===== src/rtl/useq_pkg.sv =====
package useq_pkg;
  typedef enum logic [1:0] {
    COND_ALWAYS = 2'b00,
    COND_ZERO   = 2'b01,
    COND_CARRY  = 2'b10,
    COND_NEG    = 2'b11
  } cond_e;

  typedef enum logic [1:0] {
    ACT_JUMP = 2'b00,
    ACT_CALL = 2'b01,
    ACT_RET  = 2'b10,
    ACT_MAP  = 2'b11
  } act_e;
endpackage


===== src/rtl/useq_store.sv =====
module useq_store #(
  parameter int AW = 6,
  parameter int W  = 13
) (
  input  logic          clk,
  input  logic          wr_en,
  input  logic [AW-1:0] wr_addr,
  input  logic [W-1:0]  wr_data,
  input  logic [AW-1:0] rd_addr,
  output logic [W-1:0]  rd_data
);
  localparam int DEPTH = 1 << AW;

  logic [W-1:0] mem [DEPTH];

  always_ff @(posedge clk) begin
    if (wr_en) begin
      mem[wr_addr] <= wr_data;
    end
    rd_data <= mem[rd_addr];
  end
endmodule


===== src/rtl/useq_retstack.sv =====
module useq_retstack #(
  parameter int AW    = 6,
  parameter int DEPTH = 4
) (
  input  logic          clk,
  input  logic          rst_n,
  input  logic          push,
  input  logic          pop,
  input  logic [AW-1:0] din,
  output logic [AW-1:0] top,
  output logic          empty,
  output logic          full,
  output logic          err
);
  localparam int CNTW = $clog2(DEPTH + 1);
  localparam int IW   = (DEPTH > 1) ? $clog2(DEPTH) : 1;

  logic [CNTW-1:0] cnt_q, cnt_d;
  logic            err_q, err_d;
  logic [AW-1:0]   slot [DEPTH];
  logic            push_ok, pop_ok;
  logic [IW-1:0]   top_idx;

  assign empty   = (cnt_q == '0);
  assign full    = (cnt_q == CNTW'(DEPTH));
  assign push_ok = push && !full;
  assign pop_ok  = pop && !empty;
  assign top_idx = IW'(cnt_q - CNTW'(1));
  assign top     = empty ? '0 : slot[top_idx];
  assign err     = err_q;

  always_comb begin
    cnt_d = cnt_q;
    if (push_ok) begin
      cnt_d = cnt_q + CNTW'(1);
    end else if (pop_ok) begin
      cnt_d = cnt_q - CNTW'(1);
    end
    err_d = err_q | (push && full) | (pop && empty);
  end

  always_ff @(posedge clk or negedge rst_n) begin
    if (!rst_n) begin
      cnt_q <= '0;
      err_q <= 1'b0;
    end else begin
      cnt_q <= cnt_d;
      err_q <= err_d;
    end
  end

  for (genvar g = 0; g < DEPTH; g++) begin : g_slot
    always_ff @(posedge clk) begin
      if (push_ok && (cnt_q == CNTW'(g))) begin
        slot[g] <= din;
      end
    end
  end
endmodule


===== src/rtl/useq_nextaddr.sv =====
module useq_nextaddr
  import useq_pkg::*;
#(
  parameter int AW        = 6,
  parameter int CW        = 12,
  parameter int OPW       = 4,
  parameter int MAP_SHIFT = 2
) (
  input  logic [CW:0]    word,
  input  logic [AW-1:0]  upc,
  input  logic [OPW-1:0] opcode,
  input  logic           flag_z,
  input  logic           flag_c,
  input  logic           flag_n,
  input  logic [AW-1:0]  stk_top,
  input  logic           stk_empty,
  output logic [AW-1:0]  nxt,
  output logic           push,
  output logic           pop
);
  localparam int MW = OPW + MAP_SHIFT;

  logic          is_branch;
  logic          map_req;
  cond_e         cond;
  act_e          act;
  logic [AW-1:0] target;
  logic [AW-1:0] seq_addr;
  logic [AW-1:0] map_addr;
  logic [MW-1:0] map_wide;
  logic          taken;

  assign is_branch = word[CW];
  assign map_req   = word[CW-1];
  assign cond      = cond_e'(word[CW-1:CW-2]);
  assign act       = act_e'(word[CW-3:CW-4]);
  assign target    = word[AW-1:0];
  assign seq_addr  = upc + AW'(1);
  assign map_wide  = {opcode, {MAP_SHIFT{1'b0}}};
  assign map_addr  = AW'(map_wide);

  always_comb begin
    unique case (cond)
      COND_ALWAYS: taken = 1'b1;
      COND_ZERO:   taken = flag_z;
      COND_CARRY:  taken = flag_c;
      COND_NEG:    taken = flag_n;
      default:     taken = 1'b0;
    endcase
  end

  always_comb begin
    nxt  = seq_addr;
    push = 1'b0;
    pop  = 1'b0;
    if (!is_branch) begin
      if (map_req) begin
        nxt = map_addr;
      end
    end else if (taken) begin
      unique case (act)
        ACT_JUMP: nxt = target;
        ACT_CALL: begin
          nxt  = target;
          push = 1'b1;
        end
        ACT_RET: begin
          pop = 1'b1;
          nxt = stk_empty ? seq_addr : stk_top;
        end
        ACT_MAP:  nxt = map_addr;
        default:  nxt = seq_addr;
      endcase
    end
  end
endmodule


===== src/rtl/useq_top.sv =====
module useq_top #(
  parameter int AW        = 6,
  parameter int CW        = 12,
  parameter int OPW       = 4,
  parameter int MAP_SHIFT = 2,
  parameter int STK_DEPTH = 4
) (
  input  logic            clk,
  input  logic            rst_n,
  input  logic            ld_we,
  input  logic [AW-1:0]   ld_addr,
  input  logic [CW:0]     ld_data,
  input  logic [OPW-1:0]  opcode,
  input  logic            flag_z,
  input  logic            flag_c,
  input  logic            flag_n,
  output logic            issue_o,
  output logic [AW-1:0]   upc_o,
  output logic [CW-1:0]   ctrl_o,
  output logic            stack_err_o
);
  localparam int W = CW + 1;

  logic [1:0]    sync_q;
  logic          rst_i_n;
  logic          run_q, run_d;
  logic [AW-1:0] upc_q, upc_d;
  logic [W-1:0]  cur_word;
  logic [AW-1:0] br_nxt;
  logic          br_push, br_pop;
  logic [AW-1:0] stk_top;
  logic          stk_empty, stk_full;

  always_ff @(posedge clk or negedge rst_n) begin
    if (!rst_n) begin
      sync_q <= '0;
    end else begin
      sync_q <= {sync_q[0], 1'b1};
    end
  end
  assign rst_i_n = sync_q[1];

  useq_store #(.AW(AW), .W(W)) u_store (
    .clk     (clk),
    .wr_en   (ld_we),
    .wr_addr (ld_addr),
    .wr_data (ld_data),
    .rd_addr (upc_d),
    .rd_data (cur_word)
  );

  useq_nextaddr #(.AW(AW), .CW(CW), .OPW(OPW), .MAP_SHIFT(MAP_SHIFT)) u_next (
    .word      (cur_word),
    .upc       (upc_q),
    .opcode    (opcode),
    .flag_z    (flag_z),
    .flag_c    (flag_c),
    .flag_n    (flag_n),
    .stk_top   (stk_top),
    .stk_empty (stk_empty),
    .nxt       (br_nxt),
    .push      (br_push),
    .pop       (br_pop)
  );

  useq_retstack #(.AW(AW), .DEPTH(STK_DEPTH)) u_stack (
    .clk   (clk),
    .rst_n (rst_i_n),
    .push  (run_q && br_push),
    .pop   (run_q && br_pop),
    .din   (upc_q + AW'(1)),
    .top   (stk_top),
    .empty (stk_empty),
    .full  (stk_full),
    .err   (stack_err_o)
  );

  always_comb begin
    run_d = 1'b1;
    upc_d = run_q ? br_nxt : '0;
  end

  always_ff @(posedge clk or negedge rst_i_n) begin
    if (!rst_i_n) begin
      run_q <= 1'b0;
      upc_q <= '0;
    end else begin
      run_q <= run_d;
      upc_q <= upc_d;
    end
  end

  assign issue_o = run_q;
  assign upc_o   = upc_q;
  assign ctrl_o  = (run_q && !cur_word[CW]) ? cur_word[CW-1:0] : '0;
endmodule


===== config.mk =====
export PLATFORM = sky130hd
export DESIGN_NAME = useq_top
export DESIGN_NICKNAME = d
export VERILOG_FILES = /design/src/rtl/useq_pkg.sv /design/src/rtl/useq_store.sv /design/src/rtl/useq_retstack.sv /design/src/rtl/useq_nextaddr.sv /design/src/rtl/useq_top.sv
export SDC_FILE = /design/constraint.sdc
export NUM_CORES = 1
export LEC_CHECK = 0
export BUFFER_PORTS_ARGS = -buffer_cell sky130_fd_sc_hd__buf_2
export CAP_MARGIN = 20
export CORE_AREA = 5 5 386 312
export DETAILED_ROUTE_END_ITERATION = 10
export DIE_AREA = 0 0 391 317
export PLACE_DENSITY = 0.49
export SYNTH_ARGS = -nofsm -noshare
export SYNTH_HDL_FRONTEND = slang
export SYNTH_HIERARCHICAL = 1
export SYNTH_SLANG_ARGS = --single-unit

===== constraint.sdc =====
create_clock -name clk -period 1.3 [get_ports clk]
set_input_delay 0.39 -clock clk [delete_from_list [all_inputs] [get_ports clk]]
set_output_delay 0.39 -clock clk [all_outputs]
set_load 0.02 [all_outputs]

After elaboration in Yosys (flattened, before gate mapping):

Memories as Yosys holds them, arrays and structs flattened. A register that Yosys moved wholly into a read port is not among the register bits.
Index checks and enable logic that the tools add are counted.

* register bits: 13
* RAM bits: 856
* bits of input ports: 29
* output and inout bits: 20
* logic and storage cells: 79
* memories: 2

Memories
* u_store.mem: depth 64, bits a word 13, read ports 1, clocked after memory_dff 1, wr ports 1, line useq_store.sv:14 `logic [W-1:0] mem [DEPTH];`
* u_stack.slot: depth 4, bits a word 6, read ports 1, clocked after memory_dff 0, wr ports 1, line useq_retstack.sv:20 `logic [AW-1:0] slot [DEPTH];`

* add/sub/neg operators: 3
* eq/ne operators: 10
* muxes and demuxes: 35
* bitwise operators: 2
* reductions and logical operators: 22

Operator list (number)
* 6-bit two-way mux: 8
* 1-bit two-way mux: 19
* 6-bit case mux with 3 select lines: 1
* 6-bit OR reduction: 3
* 12-bit two-way mux: 1
* 1-bit logical AND: 11
* 2-bit == test (second input constant): 4
* 6-bit by 1-bit adder with 6-bit output (second input constant): 1
* 3-bit by 2-bit == test with 1-bit output (second input constant): 2
* 2-bit two-way mux: 3
* 3-bit two-way mux: 2
* 2-bit by 1-bit == test with 1-bit output (second input constant): 2
* 2-bit logical NOT: 2
* 1-bit case mux with 4 select lines: 1
* 3-bit by 1-bit adder with 3-bit output (second input constant): 1
* 3-bit by 1-bit == test with 1-bit output (second input constant): 1
* 3-bit == test (second input constant): 1
* 1-bit logical NOT: 3
* 3-bit logical NOT: 1
* 3-bit by 1-bit subtractor with 3-bit output (second input constant): 1
* 1-bit bitwise OR: 2
* 2-bit nonzero test: 1
* 2-bit OR reduction: 1

Logic depth before layout (Yosys ltp):

Gate-level depths: netlist of the first run.

* word-level depth: 13
* mapped depth: 18
* gate-level depth less buffers: 13

Hierarchy:

The synthesis of the first run kept the hierarchy.

Modules (own cells, without submodules)
* useq_store: instances 1, cells each 1402, area an instance 32344.8 µm², sequential area each 25244.2 µm²
* useq_retstack: instances 1, cells each 84, area an instance 1317.5 µm², sequential area each 820.8 µm²
* useq_nextaddr: instances 1, cells each 68, area an instance 476.7 µm², sequential area each 0.0 µm²
* useq_top: instances 1, cells each 42, area an instance 462.9 µm², sequential area each 225.2 µm²

Worst setup path after synthesis of the first run:

OpenSTA, ideal clock, no wires.

* path type: reg2reg
* start point: register u_stack.cnt_q[0]
* end point: register u_store.rd_data[11], read port of u_store.mem
* setup time: 130 ps
* arrival time: 3575 ps
* required time: 1170 ps
* slack: -2405 ps
* cell stages (with the launch flop): 18
* buffers on the path: 6
* clock period less this slack: 3705 ps
* cell sequence: dfrtp_1 -> buf_6 -> inv_1 -> ha_1 -> buf_4 -> mux4_2 -> nor2b_4 -> a22oi_1 -> a211o_1 -> a22oi_1 -> and2_2 -> buf_2 -> buf_2 -> buf_2 -> clkbuf_1 -> mux4_2 -> o21ai_0 -> o31ai_1

* longest elaborated chain between the ends: 7
* elaborated cells between the ends (all ways): 8
* classes of those cells: add/sub: 1; mux: 5; reduce/logical: 1; memory: 1

RTL lines
* from (decl): line useq_retstack.sv:18 `logic [CNTW-1:0] cnt_q, cnt_d;`
* from (signal assigned): line useq_retstack.sv:47 `cnt_q <= cnt_d;`
* 3-bit by 1-bit subtractor with 3-bit output: line useq_retstack.sv:28 `assign top_idx = IW'(cnt_q - CNTW'(1));`
* memory 4 x 6 bit
* via stk_top[2]: line useq_top.sv:31 `logic [AW-1:0] stk_top;`
* 6-bit two-way mux: line useq_nextaddr.sv:69 `nxt = stk_empty ? seq_addr : stk_top;`
* 6-bit case mux with 3 select lines: line useq_nextaddr.sv:61 `unique case (act)`
* 6-bit two-way mux: line useq_nextaddr.sv:60 `end else if (taken) begin`
* 6-bit two-way mux: line useq_nextaddr.sv:56 `if (!is_branch) begin`
* via br_nxt[2]: line useq_top.sv:29 `logic [AW-1:0] br_nxt;`
* 6-bit two-way mux: line useq_top.sv:80 `upc_d = run_q ? br_nxt : '0;`
* via upc_d[2]: line useq_top.sv:27 `logic [AW-1:0] upc_q, upc_d;`
* to (decl): line useq_store.sv:10 `output logic [W-1:0] rd_data`

The timed path passes the listed nets, and every way through them passes these cells.
A chain may end at the register's enable or synchronous reset.

Worst setup path after layout of the first run:

* start point: register u_stack.cnt_q[0]
* end point: register u_store.rd_data[6], read port of u_store.mem

The elaborated chain is that of the path after synthesis.

==> results of run 1 <==
-- synth_stat cells, types with 8 or more instances --
| cell type | instances |
|---|---|
| sky130_fd_sc_hd__mux2i_1 | 40 |
| sky130_fd_sc_hd__and2_2 | 17 |
| sky130_fd_sc_hd__a21oi_1 | 13 |
| sky130_fd_sc_hd__buf_4 | 18 |
| sky130_fd_sc_hd__nand2_1 | 22 |
| sky130_fd_sc_hd__dfrtp_1 | 13 |
| sky130_fd_sc_hd__a211oi_1 | 13 |
| sky130_fd_sc_hd__clkbuf_1 | 25 |
| sky130_fd_sc_hd__nand3_1 | 14 |
| sky130_fd_sc_hd__dfxtp_1 | 13 |
| sky130_fd_sc_hd__o221ai_1 | 15 |
| sky130_fd_sc_hd__edfxtp_1 | 856 |
| sky130_fd_sc_hd__ha_1 | 8 |
| sky130_fd_sc_hd__nor2_1 | 78 |
| sky130_fd_sc_hd__buf_2 | 27 |
| sky130_fd_sc_hd__nand2b_1 | 13 |
| sky130_fd_sc_hd__o31ai_1 | 8 |
| sky130_fd_sc_hd__mux4_2 | 229 |
| sky130_fd_sc_hd__a22oi_1 | 12 |
| sky130_fd_sc_hd__buf_6 | 11 |
| sky130_fd_sc_hd__nor2b_1 | 26 |
-- cell families (layout without fill, tap and decap cells) --
family,Yosys count,count (layout)
compound gates,118,118
xor+xnor,8,8
fa+ha+maj,8,8
buf+inv,94,572
flops,882,882
mux,275,275
other cells,1,3
simple gates,210,211
-- where the power goes --
group / switching (mW) / total, mW / leakage (nW) / internal, mW
sequential: 0.615 / 32.5 / 7.97 / 31.9
combinational: 16.5 / 34.1 / 4.98 / 17.6
clock: 10.8 / 25.3 / 1.38 / 14.5
total: 27.9 / 91.9 / 14.3 / 64.0
-- flip-flops by register name (all words and copies together), names as in the netlist --
signal           cells
u_store/mem        832
u_store/rd_data     13
issue_o              1
u_stack/slot        24
sync_q               2
u_stack/cnt_q        3
u_stack/err          1
upc_o                6
-- stage by stage --
stage,std cells,instance area (um2),worst slack (ns),hold slack (ns),utilization
4_1_cts,3606,44900,-2.50,0.0689,0.387
3_3_place_gp,3398,40700,-3.02,0.175,0.351
3_5_place_dp,3398,40700,-3.00,0.184,0.351
2_1_floorplan,1597,35500,-2.06,0.0944,-
6_report,3616,45100,-2.44,0.121,0.389
5_1_grt,3615,45100,-2.51,0.0852,0.389
-- routing by layer --
layer,up-vias,track usage,wire length [um]
met3,104,0.0406,7050
li1,7564,-,-
met5,-,0,0
met4,0,0.0312,1440
met2,572,0.234,42800
met1,9622,0.229,44400
-- worst max-delay path: stages (launching register included) --
cell	delay (ns)
sky130_fd_sc_hd__dfrtp_1	0.43
sky130_fd_sc_hd__inv_4	0.05
sky130_fd_sc_hd__ha_4	0.28
sky130_fd_sc_hd__mux4_2	0.18
sky130_fd_sc_hd__nor2b_4	0.14
sky130_fd_sc_hd__a31oi_2	0.11
sky130_fd_sc_hd__o311ai_1	0.29
sky130_fd_sc_hd__and2_4	0.26
sky130_fd_sc_hd__buf_12	0.16
sky130_fd_sc_hd__buf_12	0.12
sky130_fd_sc_hd__mux4_2	0.56
sky130_fd_sc_hd__mux4_2	0.64
sky130_fd_sc_hd__o21ai_2	0.18
sky130_fd_sc_hd__buf_6	0.14
sky130_fd_sc_hd__o31ai_4	0.06
-- what timing repair did --
item / CTS / global route
cloned: 4 / 1
endpoints found under the hold margin: 6 / 0
gates resized for setup: 185 / 52
setup endpoints to repair: 87 / 83
hold buffers: 3 / 0
pin swaps: 46 / 33
setup buffers: 48 / 18
-- worst paths after layout --
| kind | startpoint | endpoint | slack [ns] | cells past startpoint |
|---|---|---|---|---|
| worst min register to register | sync_q[1]$_DFF_PN0_ | upc_o[1]$_DFF_PN0_ | 0.22 | 1 |
| worst max register to register | u_stack/cnt_q[0]$_DFFE_PN0P_ | u_store/rd_data[6]$_DFF_P_ | -2.44 | 14 |
| min in group asynchronous | sync_q[1]$_DFF_PN0_ | upc_o[1]$_DFF_PN0_ | 0.22 | 1 |
| max in group asynchronous | rst_n | sync_q[1]$_DFF_PN0_ | 0.59 | 3 |
| worst min-delay path | ld_data[3] | u_store/mem[10][3]$_DFFE_PP_ | 0.12 | 1 |
| worst max-delay path | u_stack/cnt_q[0]$_DFFE_PN0P_ | u_store/rd_data[6]$_DFF_P_ | -2.44 | 14 |
-- layout make-up --
class / instances / share of cell area
clock buffer: 110 / 0.0515
inverter: 9 / 0.000804
timing repair buffer: 407 / 0.111
multi-input combinational: 622 / 0.200
clock inverter: 46 / 0.0112
sequential: 882 / 0.583
antenna: 1 / 0.0000555
tap: 1539 / 0.0427
==> results by stage, run 1 <==
Status:
- The run finished, with violations left.
- The final reports fail on setup timing.

CTS:
- CTS built an H-tree with a depth of 3.
- Clock tree synthesis selected as its root buffer the cell sky130_fd_sc_hd__clkbuf_16.
- The clock transition at the registers of the reported paths is ~0.060 ns.
- The clock net sink count is 882.
- For the worst-skew pair, the clock arrives at the later sink with an insertion delay of slightly below 0.7 ns.
- The clock passes through at most 3 buffers.
- TritonCTS created 86 clock buffers.
- The CTS tree is built.

Yosys:
- The share of synthesized registers carrying an async set or reset is 0.0147.
- Of the total synthesized cell area, the portion taken by XOR and XNOR cells is 0.00202.
- Of the total synthesized cell area, the portion taken by full adders, half adders and majority gates is 0.00289.
- The fraction of the mapped netlist area in compound gates was 0.0251.
- The largest total area in the synthesized netlist belongs to sky130_fd_sc_hd__edfxtp_1.
- The cell area after technology mapping is ~0.035 mm2.
- Yosys mapped the design onto 67 distinct sky130hd cell types.
- For this run, the register share of the synthesized area comes to 0.760.
- After synthesis the netlist holds a flip-flop and latch count of about 880.
- The warning count from the yosys run is 6.
- After synthesis, the share of cell area in mux cells is 0.163.
- Dividing the synthesized area by the synthesized cell count gives approximately 22 um2.
- The most common flop cell mapped by yosys is sky130_fd_sc_hd__edfxtp_1.
- The top cell type's share of synthesized area is 0.743.
- Of the total synthesized cell area, the portion taken by AND, OR, NAND and NOR gates is 0.0319.
- The number of standard cells after synthesis is 1,596.
- In this run, synthesis inferred around 860 flip-flops with an integrated enable.
- Sorting the synthesized cells by area gives the leading types as sky130_fd_sc_hd__edfxtp_1 74%, sky130_fd_sc_hd__mux4_2 15%, sky130_fd_sc_hd__mux2i_1 1.2%.
- By area, the combinational part of the netlist is dominated by multiplexers.

Timing:
- The final total negative setup slack is -74.12 ns.
- The final count of negative-setup-slack endpoints is slightly above 70.
- The setup clock skew after layout is between 0.03 and 0.04 ns.
- Static timing analysis puts the maximum clock frequency at 0.267 GHz.
- The routed design could run at a clock period as short as 3.74 ns.
- Setup repair after global routing could not meet its margin everywhere.
- The count of endpoints failing hold in the final timing report is 0.
- In the finished design, the share of the clock period the worst path needs comes to 2.88.
- After layout, the worst setup slack is -2.44 ns.
- The final count of pins violating max slew was 0.
- At the pin with the least slew margin, the transition time is about 0.6 ns.
- In this run the tightest slew margin relative to its limit is 0.586.

Floorplan:
- The die is 317 um tall.
- The number of top-level pins is 49.
- The x dimension of the die is a little under 400 um.
- The die outline area is around 0.12 mm2.
- The initial utilization of the core area, before any placement, comes to 0.298.
- The core area is ~0.12 mm2.
- The number of cell rows is about 110.

Cells and area:
- The top cell types in the final layout, fill and taps aside, are 856 x sky130_fd_sc_hd__edfxtp_1, 229 x sky130_fd_sc_hd__mux4_2, 169 x sky130_fd_sc_hd__buf_4, 127 x sky130_fd_sc_hd__buf_12, 91 x sky130_fd_sc_hd__clkbuf_16.
- The register area is ~0.026 mm2.
- Fill cells in the final layout number about 10,000.
- The multi-input gate area in the final layout is roughly 0.0090 mm2.
- The synthesis-to-finish area growth is 30.4%.
- At the end of the flow, the number of nets in the layout was 2,045.
- The most common cell after layout, fill and taps aside is sky130_fd_sc_hd__edfxtp_1.
- Of the cells placed in the final design, the portion with a size suffix greater than 1 is 0.456.

Pwr:
- The completed layout was analyzed and its total power is around 92 mW.
- The leakage power summed over all cells is 14.3 nW.
- IR analysis of the VDD net gives a maximum drop of approximately 0.98 mV.
- The total power divided by cell area is approximately 2000 mW/mm2.

Worst setup path:
- The worst setup path is launched from a flop.
- The arrival time of the worst setup path is between 4 and 5 ns.
- The critical path in this run is classified as flop to flop.
- The critical path required time is between 1.5 and 2 ns.
- Of all nets on the critical path, the largest fanout is 5.
- The kind of capture point of the worst setup path is a flop.

GRT:
- The via count of the first global-routing pass is 18,500.
- Global routing finished with a remaining overflow of 0.
- Entering global routing, the biggest net connects 65 pins.
- The global router's overall resource usage is 0.155.
- The first-pass GRT wire length is roughly 140,000 um.
- The number of antenna violations at the first check in global routing is 4.

Detailed routing:
- Dividing the detail-routed wire length by the instance count gives between 20 and 30 um.
- The total detailed-routing wirelength is about 96,000 um.
- The DRC violation count after routing is 0.
- The routed layout has 17,900 vias.
- The number of nets with antenna violations after routing is 0.
- The pre-antenna-repair detailed-routing pass consisted of 5 iterations.
- In the routed layout, each cell is associated on average with a via count of 4.94.
- The first-iteration detailed-routing DRC count is approximately 1,500.

Place:
- The port buffer count is 48.
- The final weighted congestion of routability-driven global placement is ~0.76.
- The estimated wirelength of the detail-placed design is 61,500 um.

Job:
- The count of max-cap constraint violations is 0.

Worst hold path:
- The worst hold path class is primary input to flop.
Power figures use the tool's default switching activity.
==> run 2: changes to the inputs <==
--- a/config.mk
+++ b/config.mk
@@ -7,11 +7,12 @@
 export LEC_CHECK = 0
 export BUFFER_PORTS_ARGS = -buffer_cell sky130_fd_sc_hd__buf_2
 export CAP_MARGIN = 20
-export CORE_AREA = 5 5 386 312
+export CORE_AREA = 5 5 331 268
 export DETAILED_ROUTE_END_ITERATION = 10
-export DIE_AREA = 0 0 391 317
-export PLACE_DENSITY = 0.49
+export DIE_AREA = 0 0 336 273
+export PLACE_DENSITY = 0.61
 export SYNTH_ARGS = -nofsm -noshare
 export SYNTH_HDL_FRONTEND = slang
 export SYNTH_HIERARCHICAL = 1
 export SYNTH_SLANG_ARGS = --single-unit
+export TNS_END_PERCENT = 1
==> run 2 against run 1 <==
  * Final cell count shrank 12%
  * The flow still finishes with violations (setup timing)
  * Clock skew shrank 0.013 ns
  * Critical path type unchanged
  * Largest power group is now sequential cells
  * First-iteration DRC count grew 15%
  * Total power shrank 4.4%
  * Die area shrank 26%
  * Global-route usage grew 3.2 points
  * Worst setup slack lost 0.042 ns
  * Routed wire length shrank 11%
  * Register-to-register slack lost 0.04 ns
==> results by stage, run 2 (same netlist as run 1, synthesis figures left out) <==
Status:
- The flow ran to the end, but the final reports show violations.
- The checks that failed: setup timing.

Detailed routing:
- In this run, the number of DRC markers left after iteration 0 of detailed routing was 1,755.
- In the routed design, unresolved DRC markers number 0.
- The detailed-routing iteration count for the pre-antenna-repair pass is 5.
- The mean routed wirelength per cell is roughly 27 um.
- The number of nets with antenna violations after routing is 0.
- The vias after detailed routing is roughly 18,000.
- In the routed layout, each cell is associated on average with a via count of 5.59.
- The total detailed-routing wirelength is about 85,000 um.

Worst setup path:
- The worst register-to-register path ends at u_store/rd_data[0]$_DFF_P_.
- In this design, the stage delay of the slowest critical-path cell is 0.56 ns.
- The slowest cell on the critical path is sky130_fd_sc_hd__mux4_2.
- Of all nets on the critical path, the largest fanout is 5.
- The kind of capture point of the worst setup path is a flop.
- The most used cell along the critical path is sky130_fd_sc_hd__mux4_2.
- In this run the critical register-to-register path is launched from u_stack/cnt_q[0]$_DFFE_PN0P_.
- Walking the worst path, the cells encountered are inv_4 > ha_4 > mux4_2 > nor2b_4 > a31oi_4 > o311ai_4 > and2_4 > buf_12 > buf_16 > mux4_2 > mux4_2 > o211ai_1 > nand2_4.
- The setup path with the least slack is of type flop to flop.
- The arrival time of the worst setup path is roughly 4.3 ns.
- For the worst flop-to-flop path, the logic depth is 13.
- The critical path required time is about 1.8 ns.
- The register-to-register setup slack is -2.49 ns.
- The startpoint type of the worst setup path is a flop.

Cells and area:
- The register with the most flip-flops in the final layout is u_store/mem.
- The synthesis-to-finish area growth is 23.9%.
- The number of flip-flops in the largest register is around 830.
- The most common cell after layout, fill and taps aside is sky130_fd_sc_hd__edfxtp_1.
- At the end of the flow, the number of nets in the layout was 2,039.
- The top cell types in the final layout, fill and taps aside, are 856 x sky130_fd_sc_hd__edfxtp_1, 250 x sky130_fd_sc_hd__buf_4, 229 x sky130_fd_sc_hd__mux4_2, 87 x sky130_fd_sc_hd__clkbuf_16, 85 x sky130_fd_sc_hd__buf_12.
- In the final layout, the share of cells above drive strength 1 is 0.413.
- The number of antenna diodes is 0.
- In the final layout, the registers with the most flip-flops are u_store/mem: 832 flops, u_stack/slot: 24 flops, u_store/rd_data: 13 flops.

Timing:
- Setup violations remaining at the end of the flow were counted as between 60 and 70.
- The count of endpoints failing hold in the final timing report was 0.
- Across all setup checks in the final design, the least slack found is -2.49 ns.
- Setup repair after global routing could not meet its margin everywhere.
- The transition time at the pin with the least slew margin is 0.615 ns.
- The setup clock skew after layout is 0.0174 ns.
- For the finished layout, the period the worst path requires is between 3 and 4 ns.
- The relative slew slack is 0.589.
- The hold slack is 0.0609 ns.
- The final count of pins violating max slew was 0.
- The highest clock rate is approximately 0.26 GHz.
- The post-route clock period utilization is 2.91.

Job:
- The count of max-cap constraint violations is 0.

GRT:
- The first global-routing pass estimated roughly 130,000 um of wire.
- The number of antenna violations at the first check in global routing is 2.
- The via count of the first global-routing pass was 18,000.
- The total overflow left after global routing is 0.
- The largest net degree at the start of global routing is 65.
- The global router's overall resource usage is 0.187.

Place:
- The post-place setup slack is -2.83 ns.
- The port buffer count is between 40 and 50.
- The final weighted congestion of routability-driven global placement is 0.850.
- The estimated wirelength of the detail-placed design is 54,700 um.

CTS:
- Buffers inserted during clock tree synthesis total 84.
- The clock net sink count is 882.
- In this run the number of H-tree levels came out at 3.
- Clock latency on the worst-skew pair, taken at its later pin, is between 0.6 and 0.7 ns.
- In this run the clock root is driven by a sky130_fd_sc_hd__clkbuf_16.
- The worst-case clock buffer depth is 3.
- TritonCTS built the clock tree.
- The clock transition at the registers of the reported paths is roughly 0.06 ns.

Floorplan:
- The core area is between 0.08 and 0.09 mm2.
- For this configuration, the core starts out at a cell density of 0.407.
- Measured along the x axis, the die boundary spans 336 um.
- The number of top-level pins is 49.
- The die is about 270 um tall.
- After floorplanning, the core was divided into 96 placement rows.
- The floorplan step defined a die boundary enclosing 0.0917 mm2.

Worst hold path:
- The min-delay analysis places its worst path in the category primary input to asynchronous set/reset pin.

Pwr:
- Summed over all cells, the static leakage comes to 13.9 nW.
- The total power divided by cell area is around 2100 mW/mm2.
- The part of the total power dissipated in combinational logic is 0.352.
- The power spent charging and discharging nets is roughly 26 mW.
- The power share of the sequential group is 0.370.
- The proportion of power drawn by the clock network is 0.278.
- Across the VDD grid, the largest voltage drop is between 1 and 1.5 mV.
- The switching share of power is 0.297.
- Internal power comes to between 60 and 70 mW.
run 2: changes by cell type in the layout (fill, tap and decap cells not counted), sizes merged, moves of 2 or more:
cell         previous run  this run
clkinv                 35        41
dlygate4sd3             3         1
buf                   401       403
clkbuf                112       100
bufinv                  9         7
clkinvlp                1         3
run 2: area by class of cell:
cell class	instances	area (um2)
fill	6793	42200
inverter	9	36.3
tap	1127	1410
clock buffer	100	2290
multi-input combinational	621	8150
timing repair buffer	404	4220
clock inverter	51	463
sequential	882	26300
run 2: routing by layer:
| metal | vias up | track usage | wire, um |
|---|---|---|---|
| li1 | 7516 | - | - |
| met5 | - | 0.00904 | 110 |
| met1 | 9559 | 0.286 | 37900 |
| met3 | 101 | 0.0425 | 7110 |
| met2 | 686 | 0.278 | 38900 |
| met4 | 2 | 0.0362 | 1320 |
run 2: critical path: cells and delay by family (launching register included):
family	cells	cell delay, ns
DFF	1	0.44
and+or+nand+nor	3	0.58
AOI/OAI and AO/OA	3	0.77
buffers and inverters	3	0.34
muxes	3	1.29
adders and majority gates	1	0.21
run 2: repair_timing:
item / 4_1_cts / 5_1_grt
gates cloned: 0 / 0
endpoints found under the hold margin: 2 / 0
hold buffers: 1 / 0
pin swaps: 21 / 28
setup endpoints to repair: 79 / 84
gates resized for setup: 115 / 48
buffers inserted: 25 / 17
run 2: power by group through the flow:
| stage | clock network [mW] | registers (mW) | logic [mW] |
|---|---|---|---|
| after floorplan | 0 | 32.9 | 16.4 |
| after global placement | 0 | 33.0 | 27.6 |
| after detailed placement | 0 | 33.0 | 27.7 |
| after CTS | 24.9 | 32.5 | 29.9 |
| after global routing | 26.1 | 32.6 | 32.8 |
| final | 24.4 | 32.5 | 31.0 |
run 2: worst max-delay path by stage:
stage                            startpoint                         end  slack (ns)
2_1_floorplan  u_stack/cnt_q[0]$_DFFE_PN0P_  u_store/rd_data[9]$_DFF_P_       -2.07
3_3_place_gp   u_stack/cnt_q[0]$_DFFE_PN0P_  u_store/rd_data[0]$_DFF_P_       -2.84
3_5_place_dp   u_stack/cnt_q[0]$_DFFE_PN0P_  u_store/rd_data[0]$_DFF_P_       -2.83
4_1_cts        u_stack/cnt_q[0]$_DFFE_PN0P_  u_store/rd_data[0]$_DFF_P_       -2.62
5_1_grt        u_stack/cnt_q[0]$_DFFE_PN0P_  u_store/rd_data[0]$_DFF_P_       -2.60
6_report       u_stack/cnt_q[0]$_DFFE_PN0P_  u_store/rd_data[0]$_DFF_P_       -2.49
run 2: stage by stage:
stage | util | cells | TNS [ns] | power, mW | cell area [um2]
global placement | 0.460 | 3000 | -467.93 | 60.6 | 39100
CTS | 0.500 | 3177 | -70.70 | 87.3 | 42500
floorplan | - | 1597 | -595.39 | 49.3 | 34700
finish | 0.504 | 3194 | -68.35 | 87.9 | 42900
global route | 0.504 | 3194 | -74.89 | 91.5 | 42900
detailed placement | 0.460 | 3000 | -477.37 | 60.8 | 39100
==> run 3: changes to the inputs <==
--- a/config.mk
+++ b/config.mk
@@ -11,6 +11,7 @@
 export DETAILED_ROUTE_END_ITERATION = 10
 export DIE_AREA = 0 0 336 273
 export PLACE_DENSITY = 0.61
+export SKIP_CTS_REPAIR_TIMING = 1
 export SYNTH_ARGS = -nofsm -noshare
 export SYNTH_HDL_FRONTEND = slang
 export SYNTH_HIERARCHICAL = 1
==> run 3 against run 2 <==
  * The flow still finishes with violations (setup timing)
  * Final area fell by 0.59%
  * Maximum frequency fell by 3.5%
  * Critical path depth did not move
  * Clock skew rose by 0.0021 ns
  * Count of clock-buffer cells in the layout did not move
  * Largest power group unchanged
  * Highest routed layer is now met4
  * Largest cell class unchanged
  * Sequential cell count did not move
  * Critical path type unchanged
==> results by stage, run 3 (same netlist as run 1, synthesis figures left out) <==
Status:
- The run finished, with violations left.
- The checks that failed: setup timing.

CTS:
- The clock passes through at most 3 buffers.
- The later-pin clock latency in the skew report is around 0.64 ns.
- The clock net sink count is 882.
- The maximum level of the CTS H-tree is 3.
- TritonCTS created 84 clock buffers.
- After clock tree synthesis, the clock-pin slew on the worst setup and hold paths is ~0.06 ns.
- TritonCTS built the clock tree.
- The clock root buffer master is sky130_fd_sc_hd__clkbuf_16.

GRT:
- The first global-routing pass estimated 124,000 um of wire.
- The sum of overflow across all layers after global routing is 0.
- The layer with the highest usage after global routing is met1.
- The via count of the first global-routing pass is 17,800.
- The met2 demand-to-capacity share in global routing is 0.277.
- Across every metal layer, demand over resource in global routing totals 0.185.
- The number of antenna violations at the first check in global routing is 2.
- For this run, global-route usage on met1 was measured as 0.282.
- The met3 usage in global routing is 0.0442.
- Entering global routing, the biggest net connects between 60 and 70 pins.

Timing:
- Timing would allow up to 0.255 GHz.
- The final count of pins violating max slew is 0.
- Between clock sinks in the finished design, the worst skew comes to between 0.015 and 0.02 ns.
- For the pin with the worst max-slew slack, the measured transition is ~0.67 ns.
- The final critical delay including setup and external delays is 3.92 ns.
- The count of endpoints failing hold in the final timing report is 0.
- Setup repair after global routing could not meet its margin everywhere.
- The least setup slack across all paths after layout is -2.62 ns.
- The relative slew slack is 0.550.
- Of the available clock period, the critical path in the final layout requires 3.02.
- Setup violations remaining at the end of the flow were counted as between 70 and 80.

Cells and area:
- The fraction of layout instances using a drive strength above 1 is 0.404.
- The largest registers in the layout are u_store/mem: 832 flops, u_stack/slot: 24 flops, u_store/rd_data: 13 flops.
- After the last flow step, the layout net total stands at 2,036.
- The number of non-filler instances in the completed layout is between 3,000 and 4,000.
- The layout has 6,828 filler cells.
- Leaving out fill and tap cells, the most frequent cells in the layout are 856 x sky130_fd_sc_hd__edfxtp_1, 257 x sky130_fd_sc_hd__buf_4, 229 x sky130_fd_sc_hd__mux4_2, 87 x sky130_fd_sc_hd__clkbuf_16, 84 x sky130_fd_sc_hd__buf_12.
- The largest register by flop count is u_store/mem.
- The most common cell after layout, fill and taps aside is sky130_fd_sc_hd__edfxtp_1.
- The number of antenna diodes is 0.
- The number of flip-flops in the largest register is between 800 and 900.
- The area growth from synthesis to layout is 23.1%.

Worst setup path:
- The arrival time of the worst setup path is approximately 4.4 ns.
- The critical path required time is approximately 1.8 ns.
- The maximum fanout count along the critical path is 9.
- The critical path is of the flop to flop type.
- The worst setup path is captured at a flop.
- The startpoint type of the worst setup path is a flop.

Floorplan:
- The initial core utilization is 0.407.
- The die covers around 0.09 mm2.
- The die is roughly 270 um tall.
- The x dimension of the die is between 300 and 400 um.
- After floorplanning, the core was divided into 96 placement rows.
- The number of top-level pins is 49.
- The core area is about 0.085 mm2.

Detailed routing:
- After detailed routing, the number of vias per cell comes to ~5.6.
- The total detailed-routing wirelength is between 80,000 and 90,000 um.
- The number of nets with antenna violations after routing is 0.
- For this run, the detailed router's first-pass iteration total came to 5.
- The first routing iteration left between 1,500 and 2,000 violations.
- The mean routed wirelength per cell is 26.6 um.
- For this run, design rule violations remaining after detail routing come to 0.
- The vias after detailed routing is roughly 18,000.

Pwr:
- The peak supply drop is 1.19 mV.
- Power spread over the standard cell area amounts to 2040 mW/mm2.
- For this design the static power due to leakage is around 14 nW.

Place:
- At the end of routability-driven placement, the weighted congestion stood at between 0.8 and 0.9.
- The port buffer count is 48.
- Once placement completed, the tool counted placed cells totaling approximately 3,000.
- After legalization and detailed placement, the total HPWL measured between 50,000 and 60,000 um.
- Before CTS, the worst setup slack after placement is -2.83 ns.

Worst hold path:
- The worst hold path belongs to the class primary input to asynchronous set/reset pin.

Job:
- The count of max-cap constraint violations is 0.
[run 3: cell count changes in the layout (fill, tap and decap cells not counted), moves of 3 or more]
| cell | change |
|---|---|
| sky130_fd_sc_hd__buf_2 | +3 |
| sky130_fd_sc_hd__o21ai_2 | +3 |
| sky130_fd_sc_hd__o21ai_4 | -3 |
| sky130_fd_sc_hd__and2_4 | -4 |
| sky130_fd_sc_hd__buf_4 | +7 |
| sky130_fd_sc_hd__buf_6 | -11 |
| sky130_fd_sc_hd__mux2i_1 | +3 |
[run 3: layer usage]
layer  wire length (um)  vias up  part of all wire
li1                   -     7508                 -
met1              37900     9529              0.45
met3               6950      104             0.082
met5                  0        -                 0
met2              38600      689              0.45
met4               1390        0             0.016
[run 3: worst paths after layout]
path	startpoint	end	slack, ns	cells after the start
setup reg to reg	u_stack/cnt_q[0]$_DFFE_PN0P_	u_store/rd_data[0]$_DFF_P_	-2.62	13
min in group clk	ld_data[12]	u_store/mem[10][12]$_DFFE_PP_	0.24	2
max in group asynchronous	sync_q[1]$_DFF_PN0_	u_stack/cnt_q[0]$_DFFE_PN0P_	0.68	0
hold / removal	rst_n	sync_q[1]$_DFF_PN0_	0.06	2
setup / recovery	u_stack/cnt_q[0]$_DFFE_PN0P_	u_store/rd_data[0]$_DFF_P_	-2.62	13
hold reg to reg	sync_q[1]$_DFF_PN0_	upc_o[3]$_DFF_PN0_	0.23	0
[run 3: power breakdown]
group	switching, mW	leakage, nW	internal [mW]
clock network	10.4	1.36	14.0
logic	14.6	4.53	15.4
registers	0.589	7.97	31.9
total	25.6	13.9	61.3
[run 3: cell type report]
class                   count  area (um2)  share of cell area
inverters                   9        36.3            0.000852
flip-flops and latches    882       26300               0.617
well taps                1127        1410              0.0331
clock buffers             100        2290              0.0537
clock inverters            51         463              0.0109
repair buffers            401        4110              0.0965
multi-input cells         621        8000               0.188
[run 3: stage by stage]
stage | util | area [um2] | TNS [ns] | hold slack, ns | power, mW
2_1_floorplan | - | 34700 | -595.39 | 0.0944 | 49.3
3_3_place_gp | 0.460 | 39100 | -467.93 | 0.178 | 60.6
3_5_place_dp | 0.460 | 39100 | -477.37 | 0.179 | 60.8
4_1_cts | 0.492 | 41900 | -87.08 | -0.513 | 85.1
5_1_grt | 0.501 | 42600 | -77.77 | 0.0460 | 90.5
6_report | 0.501 | 42600 | -70.26 | 0.0616 | 86.9
[run 3: critical path, stage by stage (launching register included)]
cell and delay, ns:
sky130_fd_sc_hd__dfrtp_2 0.45, sky130_fd_sc_hd__inv_4 0.08, sky130_fd_sc_hd__ha_4 0.22, sky130_fd_sc_hd__mux4_2 0.23, sky130_fd_sc_hd__nor2b_4 0.13, sky130_fd_sc_hd__a31oi_1 0.09, sky130_fd_sc_hd__o311ai_1 0.35, sky130_fd_sc_hd__and2_4 0.34
sky130_fd_sc_hd__buf_12 0.16, sky130_fd_sc_hd__buf_16 0.12, sky130_fd_sc_hd__mux4_2 0.52, sky130_fd_sc_hd__mux4_2 0.57, sky130_fd_sc_hd__o211ai_1 0.34, sky130_fd_sc_hd__nand2_1 0.17
